### src/rtl/sa_cache_pkg.sv
package sa_cache_pkg;
  typedef enum logic [1:0] {
    ST_IDLE  = 2'd0,
    ST_EVICT = 2'd1,
    ST_FILL  = 2'd2
  } cache_state_e;
endpackage

### src/rtl/sa_cache_tags.sv
module sa_cache_tags #(
  parameter int SETS = 4,
  parameter int WAYS = 2,
  parameter int LA_W = 28,
  localparam int SET_W = $clog2(SETS),
  localparam int WAY_W = $clog2(WAYS)
) (
  input  logic             clk,
  input  logic             rst,
  input  logic [SET_W-1:0] rd_set,
  input  logic [LA_W-1:0]  rd_tag,
  input  logic [WAY_W-1:0] vic_way,
  output logic [WAYS-1:0]  hit_vec,
  output logic             vic_valid,
  output logic [LA_W-1:0]  vic_pa,
  input  logic             wr_en,
  input  logic [SET_W-1:0] wr_set,
  input  logic [WAY_W-1:0] wr_way,
  input  logic [LA_W-1:0]  wr_tag,
  input  logic [LA_W-1:0]  wr_pa
);
  logic [LA_W-1:0] tag_q [SETS][WAYS];
  logic [LA_W-1:0] pa_q  [SETS][WAYS];
  logic [WAYS-1:0] vld_q [SETS];

  always_ff @(posedge clk) begin
    if (rst) begin
      for (int s = 0; s < SETS; s++) vld_q[s] <= '0;
    end else if (wr_en) begin
      vld_q[wr_set][wr_way] <= 1'b1;
    end
  end

  always_ff @(posedge clk) begin
    if (wr_en) begin
      tag_q[wr_set][wr_way] <= wr_tag;
      pa_q[wr_set][wr_way]  <= wr_pa;
    end
  end

  for (genvar w = 0; w < WAYS; w++) begin : g_cmp
    assign hit_vec[w] = vld_q[rd_set][w] && (tag_q[rd_set][w] == rd_tag);
  end

  assign vic_valid = vld_q[rd_set][vic_way];
  assign vic_pa    = pa_q[rd_set][vic_way];
endmodule

### src/rtl/sa_cache_victim.sv
module sa_cache_victim #(
  parameter int SETS = 4,
  parameter int WAYS = 2,
  localparam int SET_W = $clog2(SETS),
  localparam int WAY_W = $clog2(WAYS)
) (
  input  logic             clk,
  input  logic             rst,
  input  logic [SET_W-1:0] rd_set,
  output logic [WAY_W-1:0] vic_way,
  input  logic             adv_en,
  input  logic [SET_W-1:0] adv_set
);
  logic [WAY_W-1:0] ptr_q [SETS];

  always_ff @(posedge clk) begin
    if (rst) begin
      for (int s = 0; s < SETS; s++) ptr_q[s] <= '0;
    end else if (adv_en) begin
      if (ptr_q[adv_set] == WAY_W'(WAYS - 1)) ptr_q[adv_set] <= '0;
      else                                    ptr_q[adv_set] <= ptr_q[adv_set] + 1'b1;
    end
  end

  assign vic_way = ptr_q[rd_set];
endmodule

### src/rtl/sa_cache_data.sv
module sa_cache_data #(
  parameter int DEPTH = 32,
  localparam int AW = $clog2(DEPTH)
) (
  input  logic          clk,
  input  logic          wr_en,
  input  logic [AW-1:0] wr_addr,
  input  logic [31:0]   wr_data,
  input  logic          rd_en,
  input  logic [AW-1:0] rd_addr,
  output logic [31:0]   rd_data
);
  logic [31:0] mem [DEPTH];

  always_ff @(posedge clk) begin
    if (wr_en) mem[wr_addr] <= wr_data;
    if (rd_en) rd_data <= mem[rd_addr];
  end
endmodule

### src/rtl/sa_cache_ctrl.sv
module sa_cache_ctrl
  import sa_cache_pkg::*;
#(
  parameter int ADDR_W     = 32,
  parameter int SETS       = 4,
  parameter int WAYS       = 2,
  parameter int LINE_BYTES = 16,
  localparam int SET_W  = $clog2(SETS),
  localparam int WAY_W  = $clog2(WAYS),
  localparam int OFF_W  = $clog2(LINE_BYTES),
  localparam int WORDS  = LINE_BYTES / 4,
  localparam int WORD_W = $clog2(WORDS),
  localparam int LA_W   = ADDR_W - OFF_W,
  localparam int DA_W   = SET_W + WAY_W + WORD_W
) (
  input  logic              clk,
  input  logic              rst,
  input  logic              wb_mode,
  input  logic              req_valid,
  input  logic              req_alloc,
  input  logic [ADDR_W-1:0] req_va,
  input  logic [ADDR_W-1:0] req_pa,
  output logic              req_ready,
  output logic              rsp_valid,
  output logic              rsp_hit,
  output logic [WAY_W-1:0]  rsp_way,
  output logic [31:0]       rsp_data,
  output logic              mem_rd_valid,
  output logic [ADDR_W-1:0] mem_rd_addr,
  input  logic [31:0]       mem_rd_data,
  input  logic              mem_rd_ack,
  output logic              evict_valid,
  output logic [SET_W-1:0]  evict_set,
  output logic [WAY_W-1:0]  evict_way,
  output logic [ADDR_W-1:0] evict_pa,
  input  logic              evict_done
);
  cache_state_e state_q;

  logic [SET_W-1:0]  req_set;
  logic [LA_W-1:0]   req_tag;
  logic [WORD_W-1:0] req_word;
  logic              accept;

  logic [SET_W-1:0]  cap_set;
  logic [WAY_W-1:0]  cap_way;
  logic [LA_W-1:0]   cap_tag;
  logic [LA_W-1:0]   cap_pa;
  logic [WORD_W-1:0] cnt_q;

  logic [WAYS-1:0]   hit_vec;
  logic [WAY_W-1:0]  hit_idx;
  logic [WAY_W-1:0]  vic_way;
  logic              vic_valid;
  logic [LA_W-1:0]   vic_pa;

  logic              tag_we;
  logic [SET_W-1:0]  tag_wset;
  logic [WAY_W-1:0]  tag_wway;
  logic [LA_W-1:0]   tag_wtag;
  logic [LA_W-1:0]   tag_wpa;
  logic              fill_last;
  logic              dat_we;
  logic              dat_re;

  assign req_set  = req_va[OFF_W +: SET_W];
  assign req_tag  = req_va[ADDR_W-1:OFF_W];
  assign req_word = req_va[2 +: WORD_W];
  assign accept   = (state_q == ST_IDLE) && req_valid && req_ready;

  always_comb begin
    hit_idx = '0;
    for (int w = 0; w < WAYS; w++) begin
      if (hit_vec[w]) hit_idx = WAY_W'(w);
    end
  end

  assign fill_last = (state_q == ST_FILL) && mem_rd_ack && (cnt_q == WORD_W'(WORDS - 1));
  assign dat_we    = (state_q == ST_FILL) && mem_rd_ack;
  assign dat_re    = accept && !req_alloc;

  always_comb begin
    if (state_q == ST_IDLE) begin
      tag_we   = accept && req_alloc && !wb_mode;
      tag_wset = req_set;
      tag_wway = vic_way;
      tag_wtag = req_tag;
      tag_wpa  = req_pa[ADDR_W-1:OFF_W];
    end else begin
      tag_we   = fill_last;
      tag_wset = cap_set;
      tag_wway = cap_way;
      tag_wtag = cap_tag;
      tag_wpa  = cap_pa;
    end
  end

  sa_cache_tags #(.SETS(SETS), .WAYS(WAYS), .LA_W(LA_W)) u_tags (
    .clk(clk), .rst(rst),
    .rd_set(req_set), .rd_tag(req_tag), .vic_way(vic_way),
    .hit_vec(hit_vec), .vic_valid(vic_valid), .vic_pa(vic_pa),
    .wr_en(tag_we), .wr_set(tag_wset), .wr_way(tag_wway),
    .wr_tag(tag_wtag), .wr_pa(tag_wpa)
  );

  sa_cache_victim #(.SETS(SETS), .WAYS(WAYS)) u_victim (
    .clk(clk), .rst(rst),
    .rd_set(req_set), .vic_way(vic_way),
    .adv_en(accept && req_alloc), .adv_set(req_set)
  );

  sa_cache_data #(.DEPTH(SETS * WAYS * WORDS)) u_data (
    .clk(clk),
    .wr_en(dat_we), .wr_addr(DA_W'({cap_set, cap_way, cnt_q})), .wr_data(mem_rd_data),
    .rd_en(dat_re), .rd_addr(DA_W'({req_set, hit_idx, req_word})), .rd_data(rsp_data)
  );

  always_ff @(posedge clk) begin
    if (rst) begin
      state_q      <= ST_IDLE;
      req_ready    <= 1'b1;
      rsp_valid    <= 1'b0;
      rsp_hit      <= 1'b0;
      rsp_way      <= '0;
      mem_rd_valid <= 1'b0;
      mem_rd_addr  <= '0;
      evict_valid  <= 1'b0;
      evict_set    <= '0;
      evict_way    <= '0;
      evict_pa     <= '0;
      cap_set      <= '0;
      cap_way      <= '0;
      cap_tag      <= '0;
      cap_pa       <= '0;
      cnt_q        <= '0;
    end else begin
      rsp_valid <= 1'b0;
      case (state_q)
        ST_IDLE: begin
          if (accept) begin
            if (!req_alloc) begin
              rsp_valid <= 1'b1;
              rsp_hit   <= |hit_vec;
              rsp_way   <= hit_idx;
            end else if (!wb_mode) begin
              rsp_valid <= 1'b1;
              rsp_hit   <= 1'b0;
              rsp_way   <= vic_way;
            end else begin
              req_ready <= 1'b0;
              cap_set   <= req_set;
              cap_way   <= vic_way;
              cap_tag   <= req_tag;
              cap_pa    <= req_pa[ADDR_W-1:OFF_W];
              cnt_q     <= '0;
              if (vic_valid) begin
                state_q     <= ST_EVICT;
                evict_valid <= 1'b1;
                evict_set   <= req_set;
                evict_way   <= vic_way;
                evict_pa    <= {vic_pa, OFF_W'(0)};
              end else begin
                state_q      <= ST_FILL;
                mem_rd_valid <= 1'b1;
                mem_rd_addr  <= {req_pa[ADDR_W-1:OFF_W], OFF_W'(0)};
              end
            end
          end
        end
        ST_EVICT: begin
          if (evict_done) begin
            evict_valid  <= 1'b0;
            state_q      <= ST_FILL;
            mem_rd_valid <= 1'b1;
            mem_rd_addr  <= {cap_pa, OFF_W'(0)};
          end
        end
        ST_FILL: begin
          if (mem_rd_ack) begin
            if (fill_last) begin
              mem_rd_valid <= 1'b0;
              state_q      <= ST_IDLE;
              req_ready    <= 1'b1;
              rsp_valid    <= 1'b1;
              rsp_hit      <= 1'b0;
              rsp_way      <= cap_way;
            end else begin
              cnt_q       <= cnt_q + 1'b1;
              mem_rd_addr <= mem_rd_addr + ADDR_W'(4);
            end
          end
        end
        default: state_q <= ST_IDLE;
      endcase
    end
  end
endmodule

### config.mk
export PLATFORM = sky130hd
export DESIGN_NAME = sa_cache_ctrl
export DESIGN_NICKNAME = d
export VERILOG_FILES = /design/src/rtl/sa_cache_pkg.sv /design/src/rtl/sa_cache_tags.sv /design/src/rtl/sa_cache_victim.sv /design/src/rtl/sa_cache_data.sv /design/src/rtl/sa_cache_ctrl.sv
export SDC_FILE = /design/constraint.sdc
export NUM_CORES = 2
export LEC_CHECK = 0
export ABC_CLOCK_PERIOD_IN_PS = 9450
export BUFFER_PORTS_ARGS = -buffer_cell sky130_fd_sc_hd__buf_2
export CAP_MARGIN = 20
export CORE_MARGIN = 2
export CORE_UTILIZATION = 55
export DETAILED_ROUTE_END_ITERATION = 6
export HOLD_SLACK_MARGIN = 0.1
export PLACE_DENSITY = 0.72
export SLEW_MARGIN = 20
export SYNTH_ARGS = -nofsm -noshare
export SYNTH_HDL_FRONTEND = slang
export SYNTH_HIERARCHICAL = 1
export SYNTH_SLANG_ARGS = --single-unit
### constraint.sdc
create_clock -name clk -period 9.45 [get_ports clk]
set_input_delay 1.4175 -clock clk [delete_from_list [all_inputs] [get_ports clk]]
set_output_delay 1.4175 -clock clk [all_outputs]
set_load 0.05 [all_outputs]
After elaboration in Yosys (flattened, before gate mapping)
Memories as Yosys holds them, arrays and structs flattened. A register that Yosys moved wholly into a read port is not among the register bits.
Cells that the tools add are included.
Operators by class
  add/subtract/negate cells: 3
  multiply operators: 0
  divide/modulo/power cells: 0
  magnitude comparators: 6
  eq/ne operators: 15
  shift-type cells: 0
  multiplexer cells: 96
  bitwise logic cells: 3
  reduce and logical (&&, ||, !) cells: 29
Operators with widths (count)
  $mux W32: 7
  $mux W28: 6
  $pmux W32 S3: 1
  $eq A28 B28 Y1: 2
  $mux W56: 1
  $mux W1: 53
  $mux W2: 18
  $add A32 B3 Y32 const B: 1
  $demux W28 S1: 1
  $reduce_and A6 Y1: 4
  $ne A2 B2 Y1 const B: 8
  $reduce_and A8 Y1: 2
  $logic_and A1 B1 Y1: 11
  $pmux W1 S2: 5
  $reduce_and A5 Y1: 2
  $pmux W2 S3: 1
  $eq A2 B2 Y1 const B: 2
  $ge A2 B2 Y1 const B: 2
  $lt A1 B2 Y1 const B: 2
  $not A1 Y2: 2
  $pmux W2 S2: 1
  $reduce_and A4 Y1: 1
  $reduce_bool A2 Y1: 2
  $reduce_or A2 Y1: 2
  14 further kinds: 15
Storage, ports and cells
  flip-flop bits (word level): 132
  bits in latches: 0
  memory bits (writable): 1484
  ROM bits: 0
  input bits: 103
  output and inout bits: 105
  word-level logic and storage cells: 173
  memories: 5
Memory list
  u_data.mem: words 32, bits a word 32, rd ports 1, clocked after Yosys merged registers in 1, wr ports 1, RTL line sa_cache_data.sv:13  | logic [31:0] mem [DEPTH];
  u_tags.pa_q: words 4, bits a word 56, rd ports 1, clocked after Yosys merged registers in 0, wr ports 1, RTL line sa_cache_tags.sv:23  | logic [LA_W-1:0] pa_q [SETS][WAYS];
  u_tags.tag_q: words 4, bits a word 56, rd ports 1, clocked after Yosys merged registers in 0, wr ports 1, RTL line sa_cache_tags.sv:22  | logic [LA_W-1:0] tag_q [SETS][WAYS];
  u_tags.vld_q: words 4, bits a word 2, rd ports 1, clocked after Yosys merged registers in 0, wr ports 4, RTL line sa_cache_tags.sv:24  | logic [WAYS-1:0] vld_q [SETS];
  u_victim.ptr_q: words 4, bits a word 1, rd ports 1, clocked after Yosys merged registers in 0, wr ports 4, RTL line sa_cache_victim.sv:14  | logic [WAY_W-1:0] ptr_q [SETS];

Longest topological paths before layout
  depth in word-level cells: 11
  mapped depth: 17
  depth with buffers taken out: 11

Hierarchy
The synthesis kept the hierarchy.
Modules (own cells, without submodules)
  sa_cache_data: instances 1, cells each 2260, area each 40810.4 um^2
  sa_cache_tags: instances 1, cells each 820, area each 17849.6 um^2
  sa_cache_ctrl: instances 1, cells each 883, area each 6854.1 um^2
  sa_cache_victim: instances 1, cells each 18, area each 240.2 um^2

Least setup slack after synthesis
No wires, ideal clock.
  kind: input to register
  start point: in req_va[4]
  end point: mem u_tags.vld_q[0][0], enable pin
  setup time: 0.310 ns
  data arrival time: 6.784 ns
  setup slack: 2.356 ns
  stages: 5
  buffers on the path: 0
  path through: mux4_2 -> mux2_2 -> nand2b_1 -> nor3_1 -> or2_2
RTL lines
  start, declared: RTL line sa_cache_ctrl.sv:21  | input logic [ADDR_W-1:0] req_va,
  end, declared: RTL line sa_cache_tags.sv:24

Worst setup path in the final report
  start point: in req_va[4]
  end point: reg u_data.rd_data[13] (read register of u_data.mem) (data pin)
On the way
  cells in the longest elaborated chain, start to end: 4
Ends and longest elaborated chain
  $mem_v2 Z4 W56
  $eq A28 B28 Y1: RTL line sa_cache_tags.sv:42  | assign hit_vec[w] = vld_q[rd_set][w] && (tag_q[rd_set][w] == rd_tag);
  $logic_and A1 B1 Y1 (*): RTL line sa_cache_tags.sv:42
  net hit_vec[1]: RTL line sa_cache_ctrl.sv:51  | logic [WAYS-1:0] hit_vec;
  $mux W1 (*): RTL line sa_cache_ctrl.sv:74  | if (hit_vec[w]) hit_idx = WAY_W'(w);
  end, declared: RTL line sa_cache_data.sv:11  | output logic [31:0] rd_data
Mark *: on every way through the listed nets, which the timed path passes. The rest lies on a longest branch.
A chain may end at the register's enable or synchronous reset.

==> out/results.env <==
DP.CELLS=5627
CRIT_PATH_TOP_DELAY_CELL='sky130_fd_sc_hd__and2_4'
TOTAL_GRT_OVERFLOW=0
POWER.SHARE.CLOCK=0.387
DIE-HEIGHT_UM=349.8
POWER-PER-CELL-AREA_nW_PER_UM2=227.0
ROUTED_WIRE_LENGTH_PER_INSTANCE_UM=26.57
WORSTHOLDENDPOINT='cap_tag[13]'
POWER.SHARE.COMBINATIONAL=0.109
HOLD_VIOL=0
START_UTIL=0.5554
ROUTED_VIA_DENSITY=6.177
GRT_START_MAX_NET_PINS=141
ARRIVAL_TIME_AT_THE_WORST_ENDPOINT_NS=6.61
FP-ROW-COUNT=126
PLACEMENT.IO_BUFFERS=195
FINAL_CRITICAL_PATH_SHARE_OF_THE_CLOCK_PERIOD=0.6482
GLOBAL_ROUTE.USAGE.TOTAL=0.2553
CELLINTERNALPOWER_mW=12.61
DRTANTENNAVIOLNETS=0
FINAL.FILL_COUNT=8359
MIN_PATH_TYPE='flip-flop to flip-flop'
SYNTHTOLAYOUTAREAGROWTH_PCT=12.43
TNS_NS=0
MAXCAPVIOLATIONS=0
CP-END-KIND='flip-flop'
CTSRESIZECOUNT=0
CRIT-REG2REG-LAUNCH='u_tags/tag_q[3][24]'
TIMING_WORST_SETUP_PATH_TYPE='input port to flip-flop'
CRIT_PATH_MAX_FANOUT=64
SYNTH.YOSYS.SEQ_AREA_SHARE=0.7313
FINAL_PERIOD_MINUS_WORST_SETUP_SLACK_NS=6.125
NUMBER_OF_BUFFERS_INSERTED_TO_REPAIR_SETUP_AFTER_CTS=0
DRT_WL_TOTAL_UM=157600
FIRST_PASS_ITERS=5
CTS_ROOT_BUF='sky130_fd_sc_hd__clkbuf_16'
ANTENNA_FOUND_INITIAL=16
CRIT_BUF_INV=4
SYN-CELL-AREA_UM2=65750
DETAILROUTE.VIA_COUNT=36630
UTILIZATION=0.6244
CLK_LATENCY_NS=0.78
RELSLEWSLACK=0.2101
REGTOREGENDPOINT='u_data/rd_data[13]'
CORE_AREA_UM2=118400
TIMING.CRITICAL_PATH.REQUIRED_NS=9.94
REGAREA_UM2=48090
CTSHTREEMAXLEVEL=4
GPL.FINAL_WEIGHTED_CONGESTION=0.8557
R2R_CELLS=13
DRIVE_ABOVE_1_SHARE=0.1813
P_SWITCHING_mW=4.175
FINAL_CELL_COUNT_NO_FILL=5930
TIMING.CLOCK.SKEW_NS=0.03674
POST-ROUTE-DRC-COUNT=0
CRITPATHMAXSTAGEDELAY_NS=0.88
NUMBER_OF_HOLD_BUFFERS_ADDED_AFTER_CTS=0
SYNTHESIS.INSTANCES=3981
CTS.SINKS=1644
CELLLEAKAGEPOWER_nW=25.35
CP_CELL_SEQUENCE='buf_8 -> buf_4 -> mux2i_1 -> o22ai_1 -> a2111oi_0 -> nand4_1 -> nor4_2 -> buf_4 -> and2_4 -> buf_4 -> a22o_1 -> nor3_1 -> a31oi_1 -> nand3_1'
FINAL_NETS=4302
FMAX_MHz=163.3
SYNTH_EDF_COUNT=1516
POST-DP-HPWL_UM=80060
YOSYS_REGISTER_BITS=1644
HOLD-PATH-CELL-COUNT=2
TIMING.REG2REG.SETUP_SLACK_NS=4.56
CRITPATHLAUNCHTYPE='input port'
MULTI_INPUT_COMB_AREA_UM2=16650
FIRST_PASS_GRT_WIRE_LENGTH_UM=229600
MAXSLEWVIOLCOUNT=0
SEQPWRFRAC=0.504
FIRST_GLOBAL_VIAS=35560
NETLIST-CELL-TYPE-COUNT=86
ASYNC_RESET_FF_FRAC=0
DIE-AREA_UM2=122300
START_POINT_OF_THE_WORST_HOLD_PATH='cap_tag[13]'
DIE_X_UM=349.8
CRITICAL_PATH.MOST_COMMON_CELL='sky130_fd_sc_hd__buf_4'
YOSYS_MOST_USED_DFF='sky130_fd_sc_hd__edfxtp_1'
IOPINCOUNT=208
SYN_AVG_CELL_AREA_UM2=16.52
PATH_DELAY_FAMILY='buffers and inverters'
FIRST_ITER_VIOLATIONS=3884
HOLD_WS_NS=0.4531
WORSTMARGINPINSLEW_NS=1.185
CTS_TREE='done'
CTS.CLK_SLEW.WORST_PATHS_NS=0.06
CTS_BUFFER_DEPTH=3
VDD_DROP_MAX_V=0.0002020
CTS-BUFFERS-INSERTED=164
OUTCOME='finished, final reports clean'
SWITCHING_SHARE=0.2488
RSZ0062_AT_GRT='false'
FINALSETUPVIOLCOUNT=0
YOSYS_WARNINGS=6
[cell type report]
cell class	count	area share
clock buffers	214	0.05971
multi-input cells	2090	0.2252
diodes	1	0.00003385
clock inverters	88	0.01371
flip-flops and latches	1644	0.6505
well taps	1600	0.02708
repair buffers	273	0.02280
inverters	20	0.001015
[cell usage in the layout, fill, tap and decap left out, types with 7 or more instances in the layout]
cell type,count
sky130_fd_sc_hd__nor3_1,46
sky130_fd_sc_hd__nand3_1,132
sky130_fd_sc_hd__mux2i_1,559
sky130_fd_sc_hd__dfxtp_1,128
sky130_fd_sc_hd__buf_4,72
sky130_fd_sc_hd__buf_2,191
sky130_fd_sc_hd__inv_1,19
sky130_fd_sc_hd__o21ai_0,28
sky130_fd_sc_hd__clkinv_2,24
sky130_fd_sc_hd__a211oi_1,7
sky130_fd_sc_hd__a22oi_1,98
sky130_fd_sc_hd__xor2_1,26
sky130_fd_sc_hd__nand2b_1,10
sky130_fd_sc_hd__bufinv_16,16
sky130_fd_sc_hd__clkinv_1,25
sky130_fd_sc_hd__a31oi_1,46
sky130_fd_sc_hd__clkbuf_8,8
sky130_fd_sc_hd__nor2_1,43
sky130_fd_sc_hd__edfxtp_1,1516
sky130_fd_sc_hd__a21oi_1,224
sky130_fd_sc_hd__clkbuf_16,166
sky130_fd_sc_hd__a22o_1,65
sky130_fd_sc_hd__nor4_1,13
sky130_fd_sc_hd__clkbuf_1,40
sky130_fd_sc_hd__and2_1,9
sky130_fd_sc_hd__or2_2,10
sky130_fd_sc_hd__mux2_2,90
sky130_fd_sc_hd__nand4_1,16
sky130_fd_sc_hd__nand2_1,361
sky130_fd_sc_hd__mux4_2,95
sky130_fd_sc_hd__xnor2_1,25
sky130_fd_sc_hd__nor2_4,41
sky130_fd_sc_hd__nand3b_1,9
[power by group through the flow]
stage	Clock, mW	Sequential (mW)	Combinational (mW)
floorplan	0	8.84	1.00
global placement	0	8.60	1.78
detailed placement	0	8.60	1.83
CTS	6.59	8.45	1.83
global route	6.88	8.47	1.96
finish	6.49	8.45	1.83
[routing by layer]
layer  track usage  wire length [um]  part of all wire  vias to the layer above
li1              -                 -                 -                    16020
met1        0.3509             63740              0.40                    18690
met2        0.4071             75430              0.48                     1574
met3       0.04694             12510             0.079                      326
met4        0.1009              5748             0.036                       22
met5             0               147           0.00093                        -
[worst register-to-register path, cell delays in order, from the launching register on]
cell and delay (ns):
sky130_fd_sc_hd__edfxtp_1 0.35, sky130_fd_sc_hd__mux4_2 0.49, sky130_fd_sc_hd__xnor2_1 0.18, sky130_fd_sc_hd__nand4_1 0.23
sky130_fd_sc_hd__nor4_1 0.48, sky130_fd_sc_hd__nand4_1 0.16, sky130_fd_sc_hd__nor4_2 0.35, sky130_fd_sc_hd__buf_4 0.27
sky130_fd_sc_hd__and2_4 0.88, sky130_fd_sc_hd__buf_4 0.48, sky130_fd_sc_hd__a22o_1 0.20, sky130_fd_sc_hd__nor3_1 0.05
sky130_fd_sc_hd__a31oi_1 0.34, sky130_fd_sc_hd__nand3_1 0.16
[per-stage QoR]
step                      setup slack [ns]  power [mW]  area, um2
after floorplan                      2.356       9.840      65770
after global placement               2.505       10.38      68470
after detailed placement             2.546       10.43      68490
after CTS                            3.365       16.87      73920
after global routing                 3.123       17.31      73930
final                                3.325       16.78      73930
[worst max-delay path by stage]
stage | startpoint | endpoint | slack (ns) | cells after the start
after floorplan | req_va[4] | u_tags/vld_q[0][0] | 2.36 | 5
after global placement | req_va[4] | u_data/rd_data[13] | 2.50 | 14
after detailed placement | req_va[4] | u_data/rd_data[13] | 2.55 | 14
after CTS | req_va[4] | u_data/rd_data[13] | 3.37 | 14
after global routing | req_va[4] | u_data/rd_data[13] | 3.12 | 15
final | req_va[4] | u_data/rd_data[13] | 3.32 | 14
[kinds of logic (layout without fill, tap and decap cells)]
logic type / after synthesis / count (layout) / share of synthesized area
multiplexers: 746 / 746 / 0.1334
flip-flops: 1644 / 1644 / 0.7313
AND/OR/NAND/NOR: 741 / 741 / 0.05181
XOR/XNOR: 51 / 51 / 0.006793
AO/OA/AOI/OAI: 540 / 540 / 0.05400
adder cells (fa/ha/maj): 6 / 6 / 0.001142
other: 1 / 7 / 0.00005703
buffers and inverters: 252 / 595 / 0.02144
[cells in the mapped netlist (7+ instances only)]
library cell / n / area (um2)
sky130_fd_sc_hd__a211oi_1: 7 / 52.55
sky130_fd_sc_hd__a21oi_1: 224 / 1121
sky130_fd_sc_hd__a22o_1: 65 / 569.3
sky130_fd_sc_hd__a22oi_1: 98 / 735.7
sky130_fd_sc_hd__a31oi_1: 46 / 287.8
sky130_fd_sc_hd__and2_1: 10 / 62.56
sky130_fd_sc_hd__buf_1: 12 / 45.04
sky130_fd_sc_hd__buf_2: 45 / 225.2
sky130_fd_sc_hd__buf_4: 44 / 330.3
sky130_fd_sc_hd__buf_6: 21 / 236.5
sky130_fd_sc_hd__clkbuf_1: 101 / 379.1
sky130_fd_sc_hd__dfxtp_1: 128 / 2562
sky130_fd_sc_hd__edfxtp_1: 1516 / 45520
sky130_fd_sc_hd__inv_1: 19 / 71.32
sky130_fd_sc_hd__mux2_2: 90 / 1013
sky130_fd_sc_hd__mux2i_1: 559 / 5595
sky130_fd_sc_hd__mux4_2: 95 / 2140
sky130_fd_sc_hd__nand2_1: 363 / 1363
sky130_fd_sc_hd__nand2b_1: 12 / 75.07
sky130_fd_sc_hd__nand3_1: 133 / 665.6
sky130_fd_sc_hd__nand3b_1: 9 / 67.56
sky130_fd_sc_hd__nand4_1: 16 / 100.1
sky130_fd_sc_hd__nor2_1: 84 / 315.3
sky130_fd_sc_hd__nor2b_1: 8 / 50.05
sky130_fd_sc_hd__nor3_1: 48 / 240.2
sky130_fd_sc_hd__nor4_1: 14 / 87.58
sky130_fd_sc_hd__o21ai_0: 28 / 140.1
sky130_fd_sc_hd__or2_2: 10 / 62.56
sky130_fd_sc_hd__xnor2_1: 25 / 219.0
sky130_fd_sc_hd__xor2_1: 26 / 227.7
[sequential cells by signal, summed over array words and instances, names as in the netlist, 4 cells and up]
register and cells:
u_victim/ptr_q 4, u_tags/pa_q 224, u_tags/vld_q 8, cap_pa 28
evict_pa 28, u_data/rd_data 32, cap_tag 27, u_tags/tag_q 224
mem_rd_addr 30, u_data/mem 1024
No activity file was read; power rests on OpenSTA's default activity.
